**src/rtl/iodec_pkg.sv**
```systemverilog
package iodec_pkg;
    localparam int LANE_W    = 8;
    localparam int NUM_LANES = 2;
    localparam int BUS_W     = LANE_W * NUM_LANES;
    localparam int PORT_W    = 16;
    localparam int SHORT_W   = 8;

    typedef enum logic [1:0] {
        ST_IDLE,
        ST_IO_RD,
        ST_IO_WR,
        ST_MEM_PASS
    } cyc_state_e;

    typedef struct packed {
        logic [PORT_W-1:0] port;
        logic              hi_en;
        logic              lo_en;
        logic [BUS_W-1:0]  wdata;
    } cyc_info_t;

    // a port is hit when the word address agrees and its own lane is enabled
    function automatic logic port_hit(input logic [PORT_W-1:0] addr,
                                      input logic [PORT_W-1:0] port,
                                      input logic              lo_en,
                                      input logic              hi_en);
        return (addr[PORT_W-1:1] == port[PORT_W-1:1]) && (port[0] ? hi_en : lo_en);
    endfunction
endpackage

```
**src/rtl/iodec_cycle_fsm.sv**
```systemverilog
module iodec_cycle_fsm
    import iodec_pkg::*;
#(
    parameter int ADDR_W = 32
) (
    input  logic              clk,
    input  logic              rst,
    input  logic              cyc_start,
    input  logic              bus_mem_sel,
    input  logic              bus_write,
    input  logic              short_addr,
    input  logic [ADDR_W-1:0] bus_addr,
    input  logic              hi_byte_en_n,
    input  logic [BUS_W-1:0]  wdata,
    output logic              io_rd_cmd,
    output logic              io_wr_cmd,
    output cyc_info_t         info
);
    cyc_state_e        state, state_nx;
    logic [PORT_W-1:0] eff_port;
    logic              accept;

    // upper address bits are outside the I/O space and never decoded
    generate
        if (ADDR_W > PORT_W) begin : g_upper
            logic unused_upper;
            assign unused_upper = ^bus_addr[ADDR_W-1:PORT_W];
        end
    endgenerate

    assign eff_port = short_addr ? {{(PORT_W-SHORT_W){1'b0}}, bus_addr[SHORT_W-1:0]}
                                 : bus_addr[PORT_W-1:0];
    assign accept   = (state == ST_IDLE) && cyc_start;

    always_ff @(posedge clk) begin
        if (rst) state <= ST_IDLE;
        else     state <= state_nx;
    end

    always_comb begin
        state_nx = state;
        unique case (state)
            ST_IDLE: begin
                if (cyc_start) begin
                    if (bus_mem_sel)    state_nx = ST_MEM_PASS;
                    else if (bus_write) state_nx = ST_IO_WR;
                    else                state_nx = ST_IO_RD;
                end
            end
            ST_IO_RD:    state_nx = ST_IDLE;
            ST_IO_WR:    state_nx = ST_IDLE;
            ST_MEM_PASS: state_nx = ST_IDLE;
        endcase
    end

    always_comb begin
        io_rd_cmd = 1'b0;
        io_wr_cmd = 1'b0;
        unique case (state)
            ST_IDLE:     ;
            ST_IO_RD:    io_rd_cmd = 1'b1;
            ST_IO_WR:    io_wr_cmd = 1'b1;
            ST_MEM_PASS: ;
        endcase
    end

    always_ff @(posedge clk) begin
        if (rst) begin
            info <= '0;
        end else if (accept) begin
            info.port  <= eff_port;
            info.lo_en <= ~eff_port[0];
            info.hi_en <= ~hi_byte_en_n;
            info.wdata <= wdata;
        end
    end

    assert_cmd_exclusive_R1: assert property (@(posedge clk) disable iff (rst)
        !(io_rd_cmd && io_wr_cmd));
    assert_rd_origin_R1: assert property (@(posedge clk) disable iff (rst)
        io_rd_cmd |-> $past(cyc_start && !bus_mem_sel && !bus_write));
    assert_wr_origin_R2: assert property (@(posedge clk) disable iff (rst)
        io_wr_cmd |-> $past(cyc_start && !bus_mem_sel && bus_write));
    assert_mem_quiet_R3: assert property (@(posedge clk) disable iff (rst)
        (accept && bus_mem_sel) |=> (!io_rd_cmd && !io_wr_cmd));
    assert_one_shot_R11: assert property (@(posedge clk) disable iff (rst)
        (io_rd_cmd || io_wr_cmd) |=> (!io_rd_cmd && !io_wr_cmd));
endmodule

```
**src/rtl/iodec_port_match.sv**
```systemverilog
module iodec_port_match
    import iodec_pkg::*;
#(
    parameter logic [PORT_W-1:0] IN_PORT   = 16'h0019,
    parameter logic [PORT_W-1:0] OUT_PORT  = 16'h0320,
    parameter int                OUT_BYTES = 2
) (
    input  logic                 clk,
    input  logic                 rst,
    input  logic                 io_rd_cmd,
    input  logic                 io_wr_cmd,
    input  cyc_info_t            info,
    output logic                 in_sel,
    output logic [OUT_BYTES-1:0] out_sel
);
    assign in_sel = io_rd_cmd && port_hit(info.port, IN_PORT, info.lo_en, info.hi_en);

    generate
        for (genvar k = 0; k < OUT_BYTES; k++) begin : g_out
            localparam logic [PORT_W-1:0] PORT_K = PORT_W'(OUT_PORT + k);
            assign out_sel[k] = io_wr_cmd && port_hit(info.port, PORT_K, info.lo_en, info.hi_en);
        end
    endgenerate

    assert_in_sel_cmd_R1: assert property (@(posedge clk) disable iff (rst)
        in_sel |-> io_rd_cmd);
    assert_out_sel_cmd_R2: assert property (@(posedge clk) disable iff (rst)
        (|out_sel) |-> io_wr_cmd);
endmodule

```
**src/rtl/iodec_in_port.sv**
```systemverilog
module iodec_in_port
    import iodec_pkg::*;
#(
    parameter int IN_LANE = 1
) (
    input  logic                 sel,
    input  logic [LANE_W-1:0]    switches,
    output logic [BUS_W-1:0]     rdata,
    output logic [NUM_LANES-1:0] rdata_oe
);
    generate
        for (genvar l = 0; l < NUM_LANES; l++) begin : g_lane
            if (l == IN_LANE) begin : g_drive
                assign rdata[l*LANE_W +: LANE_W] = sel ? switches : '0;
                assign rdata_oe[l]               = sel;
            end else begin : g_quiet
                assign rdata[l*LANE_W +: LANE_W] = '0;
                assign rdata_oe[l]               = 1'b0;
            end
        end
    endgenerate
endmodule

```
**src/rtl/iodec_out_port.sv**
```systemverilog
module iodec_out_port
    import iodec_pkg::*;
#(
    parameter int LANE = 0
) (
    input  logic              clk,
    input  logic              rst,
    input  logic              wen,
    input  logic [BUS_W-1:0]  wdata,
    output logic [LANE_W-1:0] q
);
    always_ff @(posedge clk) begin
        if (rst)      q <= '1;
        else if (wen) q <= wdata[LANE*LANE_W +: LANE_W];
    end

    assert_hold_R8: assert property (@(posedge clk) disable iff (rst)
        !wen |=> $stable(q));
endmodule

```
**src/rtl/io_port_decoder.sv**
```systemverilog
module io_port_decoder
    import iodec_pkg::*;
#(
    parameter int                ADDR_W    = 32,
    parameter logic [PORT_W-1:0] IN_PORT   = 16'h0019,
    parameter logic [PORT_W-1:0] OUT_PORT  = 16'h0320,
    parameter int                OUT_BYTES = 2
) (
    input  logic                   clk,
    input  logic                   rst,
    input  logic                   cyc_start,
    input  logic                   bus_mem_sel,
    input  logic                   bus_write,
    input  logic                   short_addr,
    input  logic [ADDR_W-1:0]      bus_addr,
    input  logic                   hi_byte_en_n,
    input  logic [15:0]            wdata,
    input  logic [7:0]             switches,
    output logic                   io_rd_cmd,
    output logic                   io_wr_cmd,
    output logic                   in_sel,
    output logic [OUT_BYTES-1:0]   out_sel,
    output logic [15:0]            rdata,
    output logic [1:0]             rdata_oe,
    output logic [8*OUT_BYTES-1:0] led_n
);
    localparam int IN_LANE = int'(IN_PORT[0]);

    cyc_info_t info;

    iodec_cycle_fsm #(.ADDR_W(ADDR_W)) u_fsm (
        .clk          (clk),
        .rst          (rst),
        .cyc_start    (cyc_start),
        .bus_mem_sel  (bus_mem_sel),
        .bus_write    (bus_write),
        .short_addr   (short_addr),
        .bus_addr     (bus_addr),
        .hi_byte_en_n (hi_byte_en_n),
        .wdata        (wdata),
        .io_rd_cmd    (io_rd_cmd),
        .io_wr_cmd    (io_wr_cmd),
        .info         (info)
    );

    iodec_port_match #(
        .IN_PORT   (IN_PORT),
        .OUT_PORT  (OUT_PORT),
        .OUT_BYTES (OUT_BYTES)
    ) u_match (
        .clk       (clk),
        .rst       (rst),
        .io_rd_cmd (io_rd_cmd),
        .io_wr_cmd (io_wr_cmd),
        .info      (info),
        .in_sel    (in_sel),
        .out_sel   (out_sel)
    );

    iodec_in_port #(.IN_LANE(IN_LANE)) u_in (
        .sel      (in_sel),
        .switches (switches),
        .rdata    (rdata),
        .rdata_oe (rdata_oe)
    );

    generate
        for (genvar k = 0; k < OUT_BYTES; k++) begin : g_outreg
            localparam logic [PORT_W-1:0] PORT_K = PORT_W'(OUT_PORT + k);
            iodec_out_port #(.LANE(int'(PORT_K[0]))) u_out (
                .clk   (clk),
                .rst   (rst),
                .wen   (out_sel[k]),
                .wdata (info.wdata),
                .q     (led_n[k*LANE_W +: LANE_W])
            );
        end
    endgenerate

    assert_lane_released_R7: assert property (@(posedge clk) disable iff (rst)
        !in_sel |-> (rdata == '0 && rdata_oe == '0));
    assert_lane_single_R7: assert property (@(posedge clk) disable iff (rst)
        $onehot0(rdata_oe));
    assert_mem_no_sel_R3: assert property (@(posedge clk) disable iff (rst)
        (cyc_start && bus_mem_sel && !io_rd_cmd && !io_wr_cmd) |=> (!in_sel && out_sel == '0));
endmodule

```
**config.mk**
```make
export PLATFORM = sky130hd
export DESIGN_NAME = io_port_decoder
export DESIGN_NICKNAME = d
export VERILOG_FILES = /design/src/rtl/iodec_pkg.sv /design/src/rtl/iodec_cycle_fsm.sv /design/src/rtl/iodec_port_match.sv /design/src/rtl/iodec_in_port.sv /design/src/rtl/iodec_out_port.sv /design/src/rtl/io_port_decoder.sv
export SDC_FILE = /design/constraint.sdc
export NUM_CORES = 1
export LEC_CHECK = 0
export BUFFER_PORTS_ARGS = -buffer_cell sky130_fd_sc_hd__buf_2
export CORE_UTILIZATION = 45
export CTS_CLUSTER_DIAMETER = 120
export DETAILED_ROUTE_END_ITERATION = 8
export GPL_ROUTABILITY_DRIVEN = 0
export PLACE_DENSITY = 0.78
export SETUP_SLACK_MARGIN = 0.2
export SLEW_MARGIN = 10
export SYNTH_ARGS = -nofsm -noshare
export SYNTH_HDL_FRONTEND = slang
export SYNTH_SLANG_ARGS = --single-unit
export TNS_END_PERCENT = 100
```
**constraint.sdc**
```tcl
create_clock -name clk -period 1.9 [get_ports clk]
set_input_delay 0.19 -clock clk [delete_from_list [all_inputs] [get_ports clk]]
set_output_delay 0.19 -clock clk [all_outputs]
set_load 0.01 [all_outputs]
```
---- Yosys cells after proc, flatten, opt, wreduce, memory -nomap -nowiden ----
Index checks and enable logic that the tools add are counted.
storage, ports and cells
  flip-flop bits (word level) ............. 52
  input port bits ......................... 63
  output and inout bits ................... 39
  logic and storage cells ................. 32
cells by class
  equal/unequal tests ..................... 6
  multiplexer cells ....................... 8
  bitwise gates (word level) .............. 2
  reductions and logical operators ........ 9
operators by type and width
  kind                   count
  $mux W16               1
  $eq A15 B4 Y1 const B  1
  $eq A15 B9 Y1 const B  1
  $mux W8                1
  $logic_and A1 B1 Y1    7
  $mux W2                3
  $eq A2 B2 Y1 const B   2
  $pmux W2 S2            1
  $reduce_or A3 Y1       1
  $eq A2 B1 Y1 const B   1
  $logic_not A2 Y1       1
  $mux W1                2
  $ne A2 B2 Y1 const B   1
  $not A1 Y1             2

---- Longest topological paths before layout ----
Gate-level depths: netlist of run 1.
  word-level depth ........................ 4
  mapped depth ............................ 6
  depth with buffers taken out ............ 4

---- Hierarchy ----
Synthesis of run 1 repeated with hierarchy kept, for this count alone.
unflattened totals
  cells, all modules ...................... 244
  area total of the unflattened synthesis .. 2,507.4 um^2
by module, submodules not included
  module            times used  cells an instance  area an instance (um^2)  sequential area each (um^2)
  iodec_cycle_fsm   1           157                1,674.1                  720.7
  iodec_out_port    2           26                 302.8                    160.2
  iodec_in_port     1           19                 128.9                    0.0
  iodec_port_match  1           16                 98.8                     0.0

---- Worst setup path before layout of run 1 ----
OpenSTA, ideal clock, no wires.
  path kind ............................... reg-to-output
  start point ............................. register, netlist name u_fsm.info[20]
  end point ............................... output rdata[10]
  arrival ................................. 1,413 ps
  required time ........................... 1,710 ps
  slack ................................... 297 ps
  cell stages (with the launch flop) ...... 6
  cells stage by stage .................... dfxtp_1 -> or4_4 -> nor2_4 -> and4_1 -> buf_4 -> and2_1
between the ends
  word-level cells in the longest chain between the ends .. 4
RTL lines
  what                 RTL line                RTL
  $eq A15 B4 Y1        iodec_pkg.sv:27         return (addr[PORT_W-1:1] == port[PORT_W-1:1]) && (port[0] ? hi_en : lo_en);
  $logic_and A1 B1 Y1  iodec_pkg.sv:27
  $logic_and A1 B1 Y1  iodec_port_match.sv:16  assign in_sel = io_rd_cmd && port_hit(info.port, IN_PORT, info.lo_en, info.hi_en);
  named net in_sel     io_port_decoder.sv:21   output logic in_sel,
  $mux W8              iodec_in_port.sv:14     assign rdata[l*LANE_W +: LANE_W] = sel ? switches : '0;
  to (decl)            io_port_decoder.sv:23   output logic [15:0] rdata,
The timed path passes the listed nets, and every way through them passes these cells.

---- Final worst setup path of run 1 ----
  start point ............................. register, netlist name u_fsm.info[29]
  end point ............................... output rdata[14]
between the ends
  word-level cells in the longest chain between the ends .. 4
RTL lines
  what                 RTL line
  $eq A15 B4 Y1        iodec_pkg.sv:27
  $logic_and A1 B1 Y1  iodec_pkg.sv:27
  $logic_and A1 B1 Y1  iodec_port_match.sv:16
  $mux W8              iodec_in_port.sv:14
No other way between the ends.

==> flow_metrics.tcl, run 1 <==
set metrics [dict create \
    timing.max_cap.violations 0 \
    synthAdderAreaFrac_pct 0 \
    overflow 0 \
    power_mw 2.09 \
    postLayoutCoreUtil_pct 61.1 \
    cts-hold-fix-buffers 0 \
    drc 14 \
    drt_pass1_iterations 6 \
    max-vdd-ir-drop_mv 0.469 \
    postRouteAntennaNets 0 \
    synth_top_cells_by_area "dfxtp_1 (48%), nand2_1 (9.7%), mux2i_1 (7.6%)" \
    n_fill_cell 415 \
    numCtsBuffers 5 \
    sw_frac_of_total_pct 23.4 \
    worst_ep_required_time_ns 1.71 \
    rows 24 \
    crit_path_cell_trace "or4_4 > nor2_4 > and4_4 > and2_1 > buf_2" \
    first_global_vias 1692 \
    grt_pass1_wl_um 7110 \
    cp.arrival_ns 1.84 \
    hold_class "in2reg" \
    yosysWarnings 0 \
    detail_route.wirelength_um 4450 \
    post_synth_xor_area_fraction_pct 0 \
    routed.top_layer "met4" \
    final_cells 381 \
    first_iter_violations 87 \
    synth_seq_cells 51 \
    grt_use_total_pct 18.1 \
    finalSetupViolCount 12 \
    finish.net_count 392 \
    worst_setup_path_start_kind "flip-flop" \
    boundaryPins 102 \
    crit_slowest_cell "or4_4" \
    placed_cell_area_um2 2470 \
    antenna_found_initial 0 \
    path_buf_inv 1 \
    routedLengthMet1_um 1900 \
    crit_type "reg2out" \
    dr_total_vias 1885 \
    placedCellCount 368 \
    die_height_um 70.7 \
    hold_violation_count_in_the_final_report 0 \
    hold_path.startpoint "bus_addr[0]" \
    placeableCoreArea_um2 4440 \
    critical_path_peak_fanout 5 \
    route.met2.wl_um 2250 \
    combPwrFrac_pct 11.4 \
    area.growth.synth_to_final_pct 28.0 \
    numClockSinks 51 \
    maxSlewViolCount 0 \
    rsz0062_at_grt "true" \
    met3_length_um 173 \
    final.setup_skew_ns 0.00592 \
    yosysSeqAreaShare_pct 48.1 \
    layout_setup_ws_ns -0.125 \
    timing.critical_path.slowest_cell_delay_ns 0.54 \
    postSynthCellCount 256 \
    p_per_area_nw_per_um2 772 \
    cts_tree "yes" \
    violations "DRC, setup timing" \
    mappedNetlistArea_um2 2120 \
    route.detailed.vias_per_inst 4.95 \
    maxClockFrequency_ghz 0.494 \
    p_leak_nw 1.28 \
    synth-compound-area-share_pct 8.02 \
    final.hold.worst_slack_ns 0.0635 \
    cp_top_family "simple AND/OR/NAND/NOR gates" \
    power.clock.fraction_pct 34.2 \
    post-synth-top-area-fraction_pct 48.1 \
    htree_depth 2 \
    crit_start "u_fsm.info[29]" \
    outcome "finished, violations left" \
    power.sequential.fraction_pct 54.4 \
    start_util_pct 47.7 \
    clock_tree_buffer_depth 2 \
    clockRootBuffer "clkbuf_8" \
    hpwlAfterDp_um 2810 \
    die-area_um2 4990 \
    pin_count_of_the_biggest_net_entering_global_routing 68 \
    internal_power_mw 1.60 \
    clock_slew_at_the_register_clock_pins_of_the_worst_setup_and_hold_paths_ns 0.08 \
    worst_setup_ep_type "output port" \
    layout-drive-gt1-share_pct 33.1 \
    net_sw_power_uw 491 \
    final_cell_area_um2 2710 \
    synth_cell_type_count 25 \
    synth.largest_area_cell "dfxtp_1" \
    clk_latency_ns 0.30 \
    antenna_cells_inserted 0 \
    finalCriticalPeriod_ns 2.03 \
    synth_simple_gate_area_share_pct 27.6 \
    avgRoutedWirePerCell_um 11.7 \
    portBuffers 76 \
    synth.avg_cell_area_um2 8.28 \
    die_w_um 70.7 \
    worstReg2RegStart "u_fsm.info[29]" \
    synthMuxAreaShare_pct 7.55 \
    finalCritPeriodShare_pct 107 \
    synth_top_family_by_area "simple AND/OR/NAND/NOR gates" \
]
[area by class of cell]
cell class	instances	area, µm²	share of cell area (%)
clock buffers	6	72.6	2.67
well taps	52	65.1	2.40
flip-flops and latches	51	1020	37.7
repair buffers	86	529	19.5
multi-input cells	183	986	36.3
inverters	2	7.51	0.277
clock inverters	1	30.0	1.11
[stage by stage]
step           TNS, ns  setup slack [ns]
3_3_place_gp         0             0.145
6_report         -1.19            -0.125
5_1_grt          -1.98            -0.188
4_1_cts          -1.09            -0.127
3_5_place_dp         0            0.0952
2_1_floorplan        0             0.297
[power groups by stage]
stage / Combinational [mW] / Clock [mW] / Sequential (mW)
2_1_floorplan: 0.160 / 0 / 1.16
3_3_place_gp: 0.221 / 0 / 1.16
3_5_place_dp: 0.226 / 0 / 1.16
4_1_cts: 0.234 / 0.740 / 1.14
5_1_grt: 0.268 / 0.776 / 1.15
6_report: 0.239 / 0.716 / 1.14
[final timing paths]
kind	to	slack, ns	cells after the start
worst max register to register	g_outreg[0].u_out.q[5]	0.11	7
worst min-delay path	u_fsm.info[16]	0.06	2
worst max-delay path	rdata[14]	-0.13	5
worst min register to register	u_fsm.info[30]	0.46	2
[worst reg2reg max path: cells and delay by family, from the launching register on]
family	cells	cell delay [ns]
muxes	1	0.13
DFF	1	0.33
buffers and inverters	3	0.44
and+or+nand+nor	3	0.80
[repair_timing]
item / in CTS / in global routing
setup buffers: 3 / 2
resized for setup: 9 / 14
gates cloned: 1 / 0
pin swaps: 4 / 5
setup endpoints to repair: 12 / 28
[logic make-up (layout without fill, tap and decap cells)]
group                  count (synthesis)  count (layout)
AOI/OAI and AO/OA                     33              33
buffers and inverters                 31              95
DFF                                   51              51
muxes                                 16              16
other                                  1               9
and+or+nand+nor                      124             125
[synth_stat cells]
cell	n
conb_1	1
buf_2	1
inv_2	2
dfxtp_1	51
nor2b_1	3
nor3_1	2
clkbuf_1	11
nand4_1	2
nor2_2	1
nor2_4	1
nand3b_1	9
buf_1	2
and2_1	9
a21oi_1	31
nor4b_1	1
mux2i_1	16
nand2_1	55
nand3_1	1
a211oi_1	2
nor2_1	36
nor4b_2	1
or4_4	2
and4_1	1
buf_6	2
buf_4	13
[registers in the layout, summed over array words and instances, names as in the netlist]
| signal | flops |
|---|---|
| g_outreg.u_out.q | 16 |
| u_fsm.state | 2 |
| u_fsm.info | 33 |
[cell usage in the layout, fill, tap and decap left out, types with 3 or more instances in the layout]
master,instances
buf_2,68
a21oi_1,31
nand2_1,55
dfxtp_1,49
nor2_1,36
buf_6,11
conb_1,9
mux2i_1,16
nand3b_1,9
and2_4,5
and2_1,4
clkbuf_8,5
nor2b_1,3
buf_4,6
[routing by layer]
layer | track usage (%) | vias to the layer above
li1 | - | 958
met3 | 3.70 | 12
met2 | 34.4 | 50
met1 | 18.9 | 865
met5 | 0 | -
met4 | 8.89 | 0
Power figures use the tool's default switching activity.
==> inputs of run 2 (changes only) <==
--- a/config.mk
+++ b/config.mk
@@ -5,6 +5,7 @@
 export SDC_FILE = /design/constraint.sdc
 export NUM_CORES = 1
 export LEC_CHECK = 0
+export ABC_CLOCK_PERIOD_IN_PS = 2100
 export BUFFER_PORTS_ARGS = -buffer_cell sky130_fd_sc_hd__buf_2
 export CORE_UTILIZATION = 45
 export CTS_CLUSTER_DIAMETER = 120
==> constraint.sdc (replaced) <==
create_clock -name clk -period 2.1 [get_ports clk]
set_input_delay 0.21 -clock clk [delete_from_list [all_inputs] [get_ports clk]]
set_output_delay 0.21 -clock clk [all_outputs]
set_load 0.01 [all_outputs]
==> run 2 against run 1 <==
  * The flow finishes with violations (DRC)
  * Sequential power decreased by 9.6%
  * Wire length increased by 2.9%
  * Via count decreased by 1.3%
  * Utilization increased by 0.28 points
  * Clock-buffer cell count unchanged
  * Final cell count unchanged
  * First-iteration DRC count increased by 17%
  * Critical path depth unchanged
  * Clock skew increased by 0.0043 ns
  * Total power decreased by 7.5%
  * Design area increased by 0.46%
  * Critical endpoint is now rdata[9]
  * Highest routed layer unchanged
==> flow_metrics.tcl, run 2 (same netlist as run 1, synthesis figures left out) <==
set metrics [dict create \
    top_regs "u_fsm.info: 33 flops, g_outreg.u_out.q: 16 flops, u_fsm.state: 2 flops" \
    first_global_vias 1664 \
    crit_slowest_cell "or4_4" \
    n_fill_cell 426 \
    placedCellCount 368 \
    finalCritPeriodShare_pct 97.4 \
    grt_use_total_pct 18.4 \
    clk_latency_ns 0.30 \
    antenna_cells_inserted 0 \
    slew-limit-headroom_pct 62.9 \
    cts_tree "yes" \
    final_cell_area_um2 2730 \
    layout_setup_ws_ns 0.0539 \
    avgRoutedWirePerCell_um 12.0 \
    overflow 0 \
    crit_path_cell_trace "or4_4 > nor2_4 > and4_4 > and2_4 > buf_6" \
    timing.max_cap.violations 0 \
    clockRootBuffer "clkbuf_8" \
    worst_ep_required_time_ns 1.89 \
    maxClockFrequency_ghz 0.489 \
    maxSlewViolCount 0 \
    die_height_um 70.7 \
    numClockSinks 51 \
    postRouteAntennaNets 0 \
    drt_pass1_iterations 7 \
    cp_top_family "simple AND/OR/NAND/NOR gates" \
    drc 13 \
    cp.arrival_ns 1.84 \
    worst-slew-pin-transition_ns 0.557 \
    rsz0062_at_grt "true" \
    final_cells 381 \
    worst_setup_ep_type "output port" \
    antenna_found_initial 0 \
    boundaryPins 102 \
    portBuffers 76 \
    final.setup_skew_ns 0.0102 \
    area.growth.synth_to_final_pct 28.6 \
    flip_flop_count_of_the_largest_register_after_layout 33 \
    route.detailed.vias_per_inst 4.88 \
    hold_class "in2reg" \
    layout-drive-gt1-share_pct 33.7 \
    crit_type "reg2out" \
    layout_common_cells "buf_2 (67), nand2_1 (55), dfxtp_1 (49)" \
    clock_slew_at_the_register_clock_pins_of_the_worst_setup_and_hold_paths_ns 0.09 \
    finalSetupViolCount 0 \
    placeableCoreArea_um2 4440 \
    critical_path_peak_fanout 5 \
    p_per_area_nw_per_um2 711 \
    finish.net_count 391 \
    grt_pass1_wl_um 7300 \
    die-area_um2 4990 \
    placed_cell_area_um2 2470 \
    rr_worst_depth 6 \
    path_buf_inv 1 \
    numCtsBuffers 5 \
    hpwlAfterDp_um 2880 \
    clock_tree_buffer_depth 2 \
    worst_setup_path_start_kind "flip-flop" \
    final.hold.worst_slack_ns 0.0811 \
    worstSetupPathDepth 5 \
    die_w_um 70.7 \
    max-vdd-ir-drop_mv 0.395 \
    power_mw 1.94 \
    outcome "finished, violations left" \
    first_iter_violations 102 \
    rows 24 \
    finalCriticalPeriod_ns 2.05 \
    detail_route.wirelength_um 4570 \
    p_leak_nw 1.29 \
    pre_cts_ws_ns 0.276 \
    top_register "u_fsm.info" \
    dr_total_vias 1861 \
    start_util_pct 47.7 \
    mostFrequentLayoutCell "buf_2" \
    pin_count_of_the_biggest_net_entering_global_routing 39 \
    htree_depth 2 \
    hold_violation_count_in_the_final_report 0 \
    timing.critical_path.slowest_cell_delay_ns 0.54 \
    timing.hold.worst_path_depth 2 \
    violations "DRC" \
    cts-hold-fix-buffers 0 \
]
==> run 2: cell count changes in the layout (fill, tap and decap cells not counted), sizes merged <==
cell,delta
buf,-1
clkinv,+1
==> run 2: stage by stage <==
stage          TNS, ns  utilization [%]
2_1_floorplan        0                -
3_3_place_gp         0             55.6
3_5_place_dp         0             55.6
4_1_cts              0             60.0
5_1_grt        -0.0504             61.3
6_report             0             61.3
==> run 2: repair_timing <==
| action | CTS | global route |
|---|---|---|
| setup endpoints to repair | 12 | 12 |
| gates cloned | 1 | 0 |
| pin swaps | 5 | 7 |
| gates resized for setup | 11 | 13 |
| setup buffers | 3 | 1 |
==> run 2: path summary, 6_finish.rpt <==
check / slack (ns) / endpoint / startpoint
setup / recovery: 0.05 / rdata[9] / u_fsm.info[32]
setup reg to reg: 0.36 / g_outreg[1].u_out.q[5] / u_fsm.info[32]
hold / removal: 0.08 / u_fsm.info[16] / bus_addr[0]
hold reg to reg: 0.46 / u_fsm.info[32] / u_fsm.info[32]
==> run 2: report_power, final <==
group / total [mW] / internal, mW / switching (mW)
sequential: 1.03 / 1.01 / 0.0234
clock: 0.695 / 0.386 / 0.309
combinational: 0.212 / 0.0905 / 0.121
==> run 2: cell type report <==
type                    instances  area (µm²)  share of cell area, %
clock buffers                   6        82.6                   3.03
repair buffers                 85         524                   19.2
inverters                       2        7.51                  0.275
multi-input cells             183         988                   36.3
clock inverters                 2        35.0                   1.28
well taps                      52        65.1                   2.39
flip-flops and latches         51        1020                   37.5
==> run 2: per-layer routing <==
layer	vias to the layer above	routed length (µm)	GRT usage (%)
met4	0	59	6.67
met3	7	183	3.70
met1	848	1970	21.4
met5	-	0	0
met2	51	2360	33.5
li1	955	-	-
==> inputs of run 3 (changes only) <==
--- a/config.mk
+++ b/config.mk
@@ -5,7 +5,7 @@
 export SDC_FILE = /design/constraint.sdc
 export NUM_CORES = 1
 export LEC_CHECK = 0
-export ABC_CLOCK_PERIOD_IN_PS = 2100
+export ABC_CLOCK_PERIOD_IN_PS = 2400
 export BUFFER_PORTS_ARGS = -buffer_cell sky130_fd_sc_hd__buf_2
 export CORE_UTILIZATION = 45
 export CTS_CLUSTER_DIAMETER = 120
==> constraint.sdc (replaced) <==
create_clock -name clk -period 2.4 [get_ports clk]
set_input_delay 0.24 -clock clk [delete_from_list [all_inputs] [get_ports clk]]
set_output_delay 0.24 -clock clk [all_outputs]
set_load 0.01 [all_outputs]
==> run 3 against run 2 <==
  * The run still ends with DRC left
  * Worst setup slack improved by 0.26 ns
  * Largest cell class unchanged
  * Clock-buffer cell count rose by 1
  * Critical endpoint is now rdata[10]
  * Critical path depth did not move
  * Utilization fell by 3.7 points
  * Register-to-register slack improved by 0.26 ns
==> flow_metrics.tcl, run 3 (same netlist as run 1, synthesis figures left out) <==
set metrics [dict create \
    power_mw 1.53 \
    cp.arrival_ns 1.84 \
    final_cell_area_um2 2560 \
    finalCritPeriodShare_pct 86.8 \
    net_sw_power_uw 370 \
    die_height_um 70.7 \
    hold_violation_count_in_the_final_report 0 \
    placed_cell_area_um2 2480 \
    worst_setup_ep_type "output port" \
    drc 13 \
    first_iter_violations 75 \
    die_w_um 70.7 \
    hpwlAfterDp_um 2970 \
    critical_path_peak_fanout 10 \
    p_per_area_nw_per_um2 598 \
    p_leak_nw 1.23 \
    clock_tree_buffer_depth 2 \
    portBuffers 76 \
    violations "DRC" \
    postRouteAntennaNets 0 \
    hold_path.startpoint "bus_addr[0]" \
    finalSetupViolCount 0 \
    final.hold.worst_slack_ns 0.127 \
    numClockSinks 51 \
    flip_flop_count_of_the_largest_register_after_layout 33 \
    hold_class "in2reg" \
    clk_latency_ns 0.29 \
    overflow 0 \
    timing.max_cap.violations 0 \
    worst_setup_path_start_kind "flip-flop" \
    htree_depth 2 \
    crit_type "reg2out" \
    grt_pass1_wl_um 6900 \
    rsz0062_at_grt "false" \
    outcome "finished, violations left" \
    maxClockFrequency_ghz 0.480 \
    rows 24 \
    start_util_pct 47.7 \
    final.setup_skew_ns 0.00683 \
    drt_pass1_iterations 6 \
    sw_frac_of_total_pct 24.1 \
    boundaryPins 102 \
    pin_count_of_the_biggest_net_entering_global_routing 39 \
    crit_start "u_fsm.info[24]" \
    layout-drive-gt1-share_pct 29.5 \
    worstReg2RegStart "u_fsm.info[24]" \
    placeableCoreArea_um2 4440 \
    dr_total_vias 1800 \
    finalCriticalPeriod_ns 2.08 \
    antenna_found_initial 0 \
    area.growth.synth_to_final_pct 20.9 \
    top_regs "u_fsm.info: 33 flops, g_outreg.u_out.q: 16 flops, u_fsm.state: 2 flops" \
    cts_tree "yes" \
    max-vdd-ir-drop_mv 0.334 \
    mostFrequentLayoutCell "buf_2" \
    avgRoutedWirePerCell_um 10.9 \
    totalNegativeSetupSlack_ns 0 \
    power.clock.fraction_pct 29.7 \
    internal_power_mw 1.16 \
    route.detailed.vias_per_inst 4.77 \
    die-area_um2 4990 \
    power.sequential.fraction_pct 58.8 \
    grt_use_total_pct 17.2 \
    slew-limit-headroom_pct 63.1 \
    postLayoutCoreUtil_pct 57.7 \
    worst_ep_required_time_ns 2.16 \
    finish.net_count 387 \
    detail_route.wirelength_um 4110 \
    antenna_cells_inserted 0 \
    top_register "u_fsm.info" \
    layout_common_cells "buf_2 (76), nand2_1 (55), dfxtp_1 (51)" \
    first_global_vias 1671 \
    worst-slew-pin-transition_ns 0.553 \
    numCtsBuffers 5 \
    clockRootBuffer "clkbuf_8" \
    maxSlewViolCount 0 \
    clock_slew_at_the_register_clock_pins_of_the_worst_setup_and_hold_paths_ns 0.09 \
    combPwrFrac_pct 11.6 \
]
==> run 3: worst paths after layout <==
kind,to,slack (ns),cells past startpoint
setup / recovery,rdata[10],0.32,5
hold / removal,u_fsm.info[16],0.13,2
setup reg to reg,g_outreg[0].u_out.q[2],0.62,5
hold reg to reg,u_fsm.info[32],0.46,2
==> run 3: power groups by stage <==
stage	Clock (mW)	Sequential [mW]	Combinational (mW)
floorplan	0	0.916	0.127
global placement	0	0.919	0.175
detailed placement	0	0.921	0.179
CTS	0.474	0.901	0.179
global route	0.507	0.906	0.201
finish	0.455	0.901	0.177
==> run 3: metal layers <==
metal	vias to the layer above	GRT usage (%)	wire (µm)
li1	942	-	-
met1	812	18.3	1770
met2	42	33.3	2130
met3	4	3.56	164
met4	0	6.22	48
met5	-	0	0
==> run 3: through the flow <==
step,setup WS [ns],std cells
after floorplan,0.747,264
after global placement,0.594,369
after detailed placement,0.542,369
after CTS,0.214,377
after global routing,0.214,377
final,0.318,377
==> run 3: timing repair <==
| item | CTS | global route |
|---|---|---|
| buffers inserted | 0 | 0 |
| hold buffers | 0 | 0 |
| resized for setup | 0 | 2 |
| setup endpoints to repair | 0 | 8 |
==> run 3: final cells by class <==
cell class / instances / area, µm²
clock buffer: 7 / 76.3
clock inverter: 1 / 5.00
fill: 451 / 1880
inverter: 2 / 7.51
multi-input combinational: 182 / 951
sequential: 51 / 1020
tap: 52 / 65.1
timing repair buffer: 82 / 438
==> run 3: worst max-delay path, cell delays in order (launching register included) <==
cell and delay (ns):
dfxtp_1 0.32, or4_4 0.53, nor2_2 0.15, and4_4 0.29, and2_1 0.14, buf_2 0.13
